--- config.mk ---
export PLATFORM = sky130hd
export DESIGN_NAME = dmac_csr_top
export DESIGN_NICKNAME = d
export VERILOG_FILES = /design/src/rtl/dmac_csr_pkg.sv /design/src/rtl/dmac_word_reg.sv /design/src/rtl/dmac_ctl_bits.sv /design/src/rtl/dmac_irq_unit.sv /design/src/rtl/dmac_csr_top.sv
export SDC_FILE = /design/constraint.sdc
export NUM_CORES = 1
export LEC_CHECK = 0
export ABC_AREA = 1
export CAP_MARGIN = 20
export CELL_PAD_IN_SITES_DETAIL_PLACEMENT = 0
export CELL_PAD_IN_SITES_GLOBAL_PLACEMENT = 1
export CORE_ASPECT_RATIO = 1.25
export CORE_MARGIN = 2
export CORE_UTILIZATION = 30
export CTS_BUF_LIST = sky130_fd_sc_hd__clkbuf_4 sky130_fd_sc_hd__clkbuf_8
export CTS_CLUSTER_DIAMETER = 40
export DETAILED_ROUTE_END_ITERATION = 10
export PLACE_DENSITY_LB_ADDON = 0.1
export RECOVER_POWER = 25
export SYNTH_ARGS = -nofsm -noshare
export SYNTH_HDL_FRONTEND = slang
export SYNTH_SLANG_ARGS = --single-unit
--- constraint.sdc ---
create_clock -name clk -period 1.1 [get_ports clk]
set_clock_uncertainty 0.1 [all_clocks]
set_input_delay 0.22 -clock clk [delete_from_list [all_inputs] [get_ports clk]]
set_output_delay 0.22 -clock clk [all_outputs]
set_load 0.01 [all_outputs]
--- src/rtl/dmac_csr_pkg.sv ---
package dmac_csr_pkg;
  // control word bit positions
  localparam int B_PEND    = 0;
  localparam int B_ERR     = 1;
  localparam int B_PACK_LO = 2;
  localparam int PACK_W    = 2;
  localparam int B_IEN     = 4;
  localparam int B_FLUSH   = 5;
  localparam int B_DIR     = 6;
  localparam int B_EN      = 7;
  localparam int B_CNT     = 8;
  localparam int B_REQ     = 9;
  localparam int B_TC      = 10;
  // writable field span
  localparam int WF_LO     = B_IEN;
  localparam int WF_HI     = B_CNT;
  localparam int WF_W      = WF_HI - WF_LO + 1;
  // register offsets
  localparam int OFF_CTRL  = 0;
  localparam int OFF_ADDR  = 1;
  localparam int OFF_COUNT = 2;
  localparam int NUM_WORDS = 2;
endpackage

--- src/rtl/dmac_word_reg.sv ---
module dmac_word_reg #(
  parameter int DW     = 32,
  parameter int AW     = 2,
  parameter int OFFSET = 1
) (
  input  logic          clk,
  input  logic          rst,
  input  logic          wr,
  input  logic [AW-1:0] addr,
  input  logic [DW-1:0] wdata,
  output logic [DW-1:0] q
);
  localparam logic [AW-1:0] MY_OFF = AW'(OFFSET);

  always_ff @(posedge clk) begin
    if (rst)                      q <= '0;
    else if (wr && addr == MY_OFF) q <= wdata;
  end
endmodule

--- src/rtl/dmac_ctl_bits.sv ---
module dmac_ctl_bits
  import dmac_csr_pkg::*;
(
  input  logic              clk,
  input  logic              rst,
  input  logic              ctrl_wr,
  input  logic [WF_W-1:0]   wfield,
  input  logic              periph_req_in,
  input  logic              eng_err_set,
  input  logic              eng_pack_ld,
  input  logic [PACK_W-1:0] eng_pack_val,
  output logic              flush_evt,
  output logic              ien_n,
  output logic              err_n,
  output logic              ien_q,
  output logic              dir_q,
  output logic              en_q,
  output logic              cnt_q,
  output logic              req_q,
  output logic              err_q,
  output logic [PACK_W-1:0] pack_q,
  output logic              start_q
);
  localparam int I_IEN   = B_IEN   - WF_LO;
  localparam int I_FLUSH = B_FLUSH - WF_LO;
  localparam int I_DIR   = B_DIR   - WF_LO;
  localparam int I_EN    = B_EN    - WF_LO;
  localparam int I_CNT   = B_CNT   - WF_LO;

  logic              flush_q, flush_n, dir_n, en_n, cnt_n, start_n;
  logic [PACK_W-1:0] pack_n;
  logic              req_rise, en_turn_on;

  assign flush_evt = ctrl_wr && (wfield[I_FLUSH] != flush_q);

  always_comb begin
    ien_n   = ien_q;
    flush_n = flush_q;
    dir_n   = dir_q;
    en_n    = en_q;
    cnt_n   = cnt_q;
    if (ctrl_wr) begin
      ien_n   = wfield[I_IEN];
      flush_n = wfield[I_FLUSH];
      dir_n   = wfield[I_DIR];
      en_n    = wfield[I_EN];
      cnt_n   = wfield[I_CNT];
    end
    err_n  = err_q;
    pack_n = pack_q;
    if (flush_evt) begin
      err_n  = 1'b0;
      pack_n = '0;
    end
    if (eng_err_set) err_n  = 1'b1;
    if (eng_pack_ld) pack_n = eng_pack_val;
  end

  assign req_rise   = periph_req_in && !req_q;
  assign en_turn_on = ctrl_wr && wfield[I_EN] && !en_q;
  assign start_n    = (req_rise && en_n) || (en_turn_on && req_q);

  always_ff @(posedge clk) begin
    if (rst) begin
      ien_q   <= 1'b0;
      flush_q <= 1'b0;
      dir_q   <= 1'b0;
      en_q    <= 1'b0;
      cnt_q   <= 1'b0;
      req_q   <= 1'b0;
      err_q   <= 1'b0;
      pack_q  <= '0;
      start_q <= 1'b0;
    end else begin
      ien_q   <= ien_n;
      flush_q <= flush_n;
      dir_q   <= dir_n;
      en_q    <= en_n;
      cnt_q   <= cnt_n;
      req_q   <= periph_req_in;
      err_q   <= err_n;
      pack_q  <= pack_n;
      start_q <= start_n;
    end
  end
endmodule

--- src/rtl/dmac_irq_unit.sv ---
module dmac_irq_unit (
  input  logic clk,
  input  logic rst,
  input  logic eng_tc_set,
  input  logic flush_evt,
  input  logic ctrl_rd,
  input  logic periph_irq_in,
  input  logic ien_n,
  input  logic err_n,
  output logic tc_q,
  output logic pend_q,
  output logic irq_q
);
  logic tc_n, ack_q, ack_n, pend_n, irq_n;

  always_comb begin
    tc_n  = tc_q;
    ack_n = ack_q;
    if (ctrl_rd && tc_q) ack_n = 1'b1;
    if (flush_evt)       tc_n  = 1'b0;
    if (eng_tc_set) begin
      tc_n  = 1'b1;
      ack_n = 1'b0;
    end
    pend_n = (tc_n && !ack_n) || periph_irq_in;
    irq_n  = (pend_n || err_n) && ien_n;
  end

  always_ff @(posedge clk) begin
    if (rst) begin
      tc_q   <= 1'b0;
      ack_q  <= 1'b0;
      pend_q <= 1'b0;
      irq_q  <= 1'b0;
    end else begin
      tc_q   <= tc_n;
      ack_q  <= ack_n;
      pend_q <= pend_n;
      irq_q  <= irq_n;
    end
  end
endmodule

--- src/rtl/dmac_csr_top.sv ---
module dmac_csr_top
  import dmac_csr_pkg::*;
#(
  parameter int DW = 32,
  parameter int AW = 2
) (
  input  logic              clk,
  input  logic              rst,
  input  logic              reg_wr,
  input  logic              reg_rd,
  input  logic [AW-1:0]     reg_addr,
  input  logic [DW-1:0]     reg_wdata,
  output logic [DW-1:0]     reg_rdata,
  input  logic              periph_req_in,
  input  logic              periph_irq_in,
  input  logic              eng_tc_set,
  input  logic              eng_err_set,
  input  logic              eng_pack_ld,
  input  logic [PACK_W-1:0] eng_pack_val,
  output logic              xfer_start,
  output logic              xfer_dir,
  output logic              cnt_en,
  output logic [DW-1:0]     dma_addr,
  output logic [DW-1:0]     dma_count,
  output logic              irq_out
);
  localparam logic [AW-1:0] A_CTRL  = AW'(OFF_CTRL);
  localparam logic [AW-1:0] A_ADDR  = AW'(OFF_ADDR);
  localparam logic [AW-1:0] A_COUNT = AW'(OFF_COUNT);

  logic              ctrl_wr, ctrl_rd, flush_evt, ien_n, err_n;
  logic              ien_q, en_q, req_q, err_q, tc_q, pend_q;
  logic [PACK_W-1:0] pack_q;
  logic [DW-1:0]     word_q [NUM_WORDS];
  logic [DW-1:0]     ctrl_view;

  assign ctrl_wr = reg_wr && reg_addr == A_CTRL;
  assign ctrl_rd = reg_rd && reg_addr == A_CTRL;

  for (genvar g = 0; g < NUM_WORDS; g++) begin : g_word
    dmac_word_reg #(.DW(DW), .AW(AW), .OFFSET(OFF_ADDR + g)) u_word (
      .clk(clk), .rst(rst), .wr(reg_wr), .addr(reg_addr),
      .wdata(reg_wdata), .q(word_q[g])
    );
  end

  dmac_ctl_bits u_ctl (
    .clk(clk), .rst(rst), .ctrl_wr(ctrl_wr),
    .wfield(reg_wdata[WF_HI:WF_LO]),
    .periph_req_in(periph_req_in), .eng_err_set(eng_err_set),
    .eng_pack_ld(eng_pack_ld), .eng_pack_val(eng_pack_val),
    .flush_evt(flush_evt), .ien_n(ien_n), .err_n(err_n),
    .ien_q(ien_q), .dir_q(xfer_dir), .en_q(en_q), .cnt_q(cnt_en),
    .req_q(req_q), .err_q(err_q), .pack_q(pack_q), .start_q(xfer_start)
  );

  dmac_irq_unit u_irq (
    .clk(clk), .rst(rst), .eng_tc_set(eng_tc_set), .flush_evt(flush_evt),
    .ctrl_rd(ctrl_rd), .periph_irq_in(periph_irq_in),
    .ien_n(ien_n), .err_n(err_n),
    .tc_q(tc_q), .pend_q(pend_q), .irq_q(irq_out)
  );

  always_comb begin
    ctrl_view                       = '0;
    ctrl_view[B_PEND]               = pend_q;
    ctrl_view[B_ERR]                = err_q;
    ctrl_view[B_PACK_LO +: PACK_W]  = pack_q;
    ctrl_view[B_IEN]                = ien_q;
    ctrl_view[B_DIR]                = xfer_dir;
    ctrl_view[B_EN]                 = en_q;
    ctrl_view[B_CNT]                = cnt_en;
    ctrl_view[B_REQ]                = req_q;
    ctrl_view[B_TC]                 = tc_q;
  end

  always_ff @(posedge clk) begin
    if (rst) reg_rdata <= '0;
    else if (reg_rd) begin
      case (reg_addr)
        A_CTRL:  reg_rdata <= ctrl_view;
        A_ADDR:  reg_rdata <= word_q[0];
        A_COUNT: reg_rdata <= word_q[1];
        default: reg_rdata <= '0;
      endcase
    end
  end

  assign dma_addr  = word_q[0];
  assign dma_count = word_q[1];
endmodule

==> Word-level counts from Yosys, hierarchy flattened <==
Cells that the tools add are included.
{ "word_totals": {"inputBits": 45, "elab_cells": 51, "ramBits": 0, "memories": 0, "register_bits": 110, "latchBits": 0, "romBits": 0} }
{ "op_classes": {"n_bitwise": 0, "order_cmp": 0, "reduce_logical": 21, "n_div": 0, "multipliers": 0, "eq_ne": 3, "shifts": 0, "n_mux": 11, "n_addsub": 0} }
{ "ops": {"columns": ["operator", "count"], "rows": [
  ["32-bit one-hot mux with 3 select lines", 1],
  ["1-bit logical AND", 13],
  ["1-bit 2-to-1 mux", 8],
  ["2-bit 2-to-1 mux", 2],
  ["1-bit logical NOT", 3],
  ["1-bit logical OR", 3],
  ["2-bit by 1-bit == test with 1-bit output (second input constant)", 1],
  ["2-bit == test (second input constant)", 1],
  ["2-bit logical NOT", 1],
  ["2-bit nonzero test", 1],
  ["1-bit != test", 1]
]} }

==> Logic depth before layout (Yosys ltp) <==
{ "depth": {"depth_word": 10, "ltp_mapped": 10} }

==> By module <==
From an unflattened synthesis, not the netlist that was laid out.
{ "unflattened": {"cells_unflattened": 769, "hier_area_um2": 4919.7} }
{ "modules_own_cells": {"columns": ["mod", "area_per_inst_um2", "seq_area_each_um2", "cells_each", "n_inst"], "rows": [
  ["dmac_word_reg", 1330.0, 640.6, 204, 2],
  ["dmac_csr_top", 1691.6, 640.6, 285, 1],
  ["dmac_ctl_bits", 402.9, 200.2, 53, 1],
  ["dmac_irq_unit", 165.2, 80.1, 23, 1]
]} }

==> Worst setup path after synthesis <==
OpenSTA, ideal clock, no wires.
{ "synth_timing": {"path_type": "in2reg", "from": "in reg_wr", "to": "reg u_irq.irq_q", "path_stages": 8, "arrival_time_ps": 948, "n_path_buf": 1, "required_time_ps": 891, "slack_ps": -57, "cell_sequence": "buf_4 inv_2 nor2_8 nand2_4 a21oi_1 nand3_1 nand2_1 inv_1"} }
{ "synth_between": {"elab_chain_cells": 8, "elab_cells_between_ends": 11, "classes_between": "5 x mux; 6 x reduce/logical"} }
{ "synth_lines": {"columns": ["item", "line", "rtl"], "rows": [
  ["start: declaration", "dmac_csr_top.sv:9", "input logic reg_wr,"],
  ["1-bit logical AND (*)", "dmac_csr_top.sv:37", "assign ctrl_wr = reg_wr && reg_addr == A_CTRL;"],
  ["1-bit logical AND", "dmac_ctl_bits.sv:34", "assign flush_evt = ctrl_wr && (wfield[I_FLUSH] != flush_q);"],
  ["1-bit 2-to-1 mux", "dmac_irq_unit.sv:20", "if (flush_evt) tc_n = 1'b0;"],
  ["1-bit 2-to-1 mux", "dmac_irq_unit.sv:21", "if (eng_tc_set) begin"],
  ["1-bit logical AND", "dmac_irq_unit.sv:25", "pend_n = (tc_n && !ack_n) || periph_irq_in;"],
  ["1-bit logical OR", "dmac_irq_unit.sv:25", null],
  ["1-bit logical OR", "dmac_irq_unit.sv:26", "irq_n = (pend_n || err_n) && ien_n;"],
  ["1-bit logical AND (*)", "dmac_irq_unit.sv:26", null],
  ["end signal: assignment", "dmac_irq_unit.sv:39", "irq_q <= irq_n;"],
  ["end: declaration", "dmac_irq_unit.sv:12", "output logic irq_q"]
]} }
Every way passes the cells marked *; elsewhere a longest branch is shown, timed or not.
A chain may end at the register's enable or synchronous reset.

==> Worst setup path after layout <==
{ "layout_timing": {"from": "reg g_word[0].u_word.q[0]", "to": "out dma_addr[0]"} }
{ "layout_rtl": {"columns": ["item", "line", "rtl"], "rows": [
  ["start: declaration", "dmac_word_reg.sv:11", "output logic [DW-1:0] q"],
  ["start signal: assignment", "dmac_word_reg.sv:17", "else if (wr && addr == MY_OFF) q <= wdata;"],
  ["end: declaration", "dmac_csr_top.sv:23", "output logic [DW-1:0] dma_addr,"]
]} }
No word-level cell between the ends.

==> results by group <==
Outcome
  • Run status: complete, but fails checks
  • Failing checks: setup timing

Final layout
  • Share of post-route cells with drive strength above 1: 0.426
  • Final core occ: 0.484
  • Max reg flops: 64
  • Fillers: 1430
  • Nets: around 800
  • Final instance area: 6940 µm²
  • Finished Layout Cells: 934
  • Antenna Cells: 0
  • Biggest regs: g_word.u_word.q x64, reg_rdata x32, u_ctl.pack_q x2
  • Sequential cell area: 2330 µm²
  • Multi-input gate area: about 1700 µm²
  • Most flop-heavy register: g_word.u_word.q
  • Layout area overhead: 57.7%

Power
  • Sw power: between 2 and 2.5 mW
  • Comb power frac: 0.177
  • Worst vdd ir: 559 µV
  • Pwr Density: ~1200 nW/µm²
  • Pleak: 3.00 nW
  • Sequential Power Share: 0.539
  • Switch share: 0.279
  • Pint: slightly below 6 mW
  • Clock share of power: 0.283

Route
  • 1st-pass router iterations: 4
  • Initial DRC Count: between 150 and 200
  • Post-route ant nets: 0
  • Vias: 4343
  • Final WL: between 10000 and 15000 µm
  • Vias per inst: 4.65
  • DRC viols: 0
  • Avg WL per Cell: 15.0 µm

Worst setup path
  • Register-to-Register Path Depth: 4
  • Slowest CP cell: dfxtp_2
  • Critical Path Stages: 1
  • Critical-path cell list: buf_6
  • Worst path required time: between 0.7 and 0.8 ns
  • Crit end category: primary output
  • CP bufs+invs: 1
  • Top delay family on crit path: flip-flops
  • Arr. time, crit path: 0.87 ns
  • Crit-path max cell delay: approximately 0.37 ns
  • Crit Path Max Fanout: 2
  • CP Class: flip-flop to primary output
  • Critical path launch point type: flip-flop

Timing
  • Worst slew margin: 0.712
  • Worst-Margin Slew: roughly 0.43 ns
  • Final hold vios: 0
  • Final period util: 1.08
  • Final setup fails: 102
  • RSZ-0062 raised after global routing: yes
  • Tmin final: 1.19 ns
  • Setup ws final: -0.0864 ns
  • Fmax: 0.843 GHz
  • Final slew viol count: 0

Global routing
  • Antenna violations before repair: 0
  • Tot GR Track Use: 0.179
  • Wire length of the first global-routing pass: roughly 22000 µm
  • GRT overflow: 0
  • Pin count of the biggest net entering global routing: 46
  • Via count of the first global-routing pass: ~4200

Yosys
  • Synth Instances: between 500 and 600
  • Top cell type by total area after synthesis: dfxtp_1
  • Register area share after synthesis: 0.501
  • Ys flop type: dfxtp_1
  • Synthesized net count: between 600 and 700
  • Synth top cells by count: dfxtp_1 (110), a21oi_1 (81), inv_1 (78), nand2_1 (78), o21ai_0 (49)
  • Count of cell types in the netlist: 24
  • Synthesized flop and latch total: 110
  • Synth top area share: 0.501
  • Async SR Flop Fraction: 0
  • Syn Area/Cell: roughly 8 µm²
  • Post-synth EDFFs: 0
  • Count leader, synth: dfxtp_1
  • Synth warn: 0
  • Ranking of synthesized cells by area: dfxtp_1 (50%), a21oi_1 (9.2%), inv_1 (6.7%), nand2_1 (6.7%), o21ai_0 (5.6%)
  • Synth Cell Area: around 4400 µm²

Place
  • Final HPWL DP: around 10000 µm
  • RD Place Congestion: roughly 0.81
  • Placed cell area: approximately 6500 µm²
  • Port Buf Inserts: 144
  • Worst slack at placement: -0.788 ns
  • DP Cell Count: just over 900

Clock tree
  • CTS Root Cell: clkbuf_8
  • CTS buffer count: 9
  • H-tree levels: 3
  • Clock tree sinks: 110
  • CTS tree: yes
  • Clk buf depth: 2
  • Worst skew pair latency: 0.40 ns
  • Clk slew on worst S/H paths: 0.10 ns

Die
  • Core area: around 14000 µm²
  • # rows: approximately 50
  • Die ar.: between 15000 and 20000 µm²
  • Die X: ~110 µm
  • Top-level port count: between 100 and 150
  • Initial Util: 0.307
  • Die Y: about 140 µm

Worst hold path
  • Hold Crit Class: input pin to flip-flop
  • Hold Path Stages: 4

Run
  • Max_cap viols: 0
## power groups by stage
stage               sequential (mW)  combinational, mW  clock, mW
global placement               4.36               1.40          0
finish                         4.34               1.43       2.28
CTS                            4.34               1.45       2.38
detailed placement             4.37               1.41          0
global route                   4.37               1.56       2.53
floorplan                      4.43              0.501          0
## worst paths after layout
check | from | end | slack, ns
min | reg_rd | reg_rdata[0]$_SDFFE_PP0P_ | 0.21
max | g_word[0].u_word.q[0]$_SDFFE_PP0P_ | dma_addr[0] | -0.09
max reg2reg | u_ctl.req_q$_SDFF_PP0_ | reg_rdata[9]$_SDFFE_PP0P_ | -0.03
min reg2reg | g_word[0].u_word.q[31]$_SDFFE_PP0P_ | g_word[0].u_word.q[31]$_SDFFE_PP0P_ | 0.37
## per-layer routing
layer,up-vias,global-route usage,part of all wire
met5,-,0,0
met4,0,0.0745,0.030
met3,25,0.0449,0.049
met2,126,0.310,0.50
met1,1977,0.209,0.42
li1,2215,-,-
## cell usage in the layout, fill, tap and decap left out, types with 10 or more instances in the layout
cell / count
dfxtp_2: 102
buf_6: 100
a21oi_1: 78
inv_1: 76
nand2_1: 72
buf_4: 64
o21ai_0: 49
clkdlybuf4s50_1: 38
nor2_1: 32
nand3_1: 31
o21ai_1: 22
o221ai_1: 22
nand2_2: 10
clkbuf_8: 10
## stage by stage
step / hold WS, ns / total power [mW] / setup TNS, ns
3_5_place_dp: 0.359 / 5.78 / -81.12
4_1_cts: 0.183 / 8.17 / -10.19
5_1_grt: 0.195 / 8.45 / -12.09
3_3_place_gp: 0.353 / 5.76 / -77.83
6_report: 0.205 / 8.05 / -6.97
2_1_floorplan: 0.227 / 4.93 / 0
## layout make-up
cell class                      count  area share
Tap cell                          178      0.0321
Clock buffer                       10      0.0189
Timing Repair Buffer              218       0.318
Clock inverter                      5     0.00541
Inverter                           84      0.0465
Multi-Input combinational cell    329       0.243
Sequential cell                   110       0.336
## kinds of logic after synthesis
group | Yosys count | synth area share
buf+inv | 123 | 0.122
simple gates | 152 | 0.154
compound gates | 177 | 0.223
flops | 110 | 0.501
## timing repair
action,CTS,global route
hold buffers,0,0
gates resized for setup,615,15
endpoints found under the setup margin,209,124
pin swaps,4,7
setup buffers,4,3
hold endpoints to repair,0,0
No activity file was read; power rests on OpenSTA's default activity.
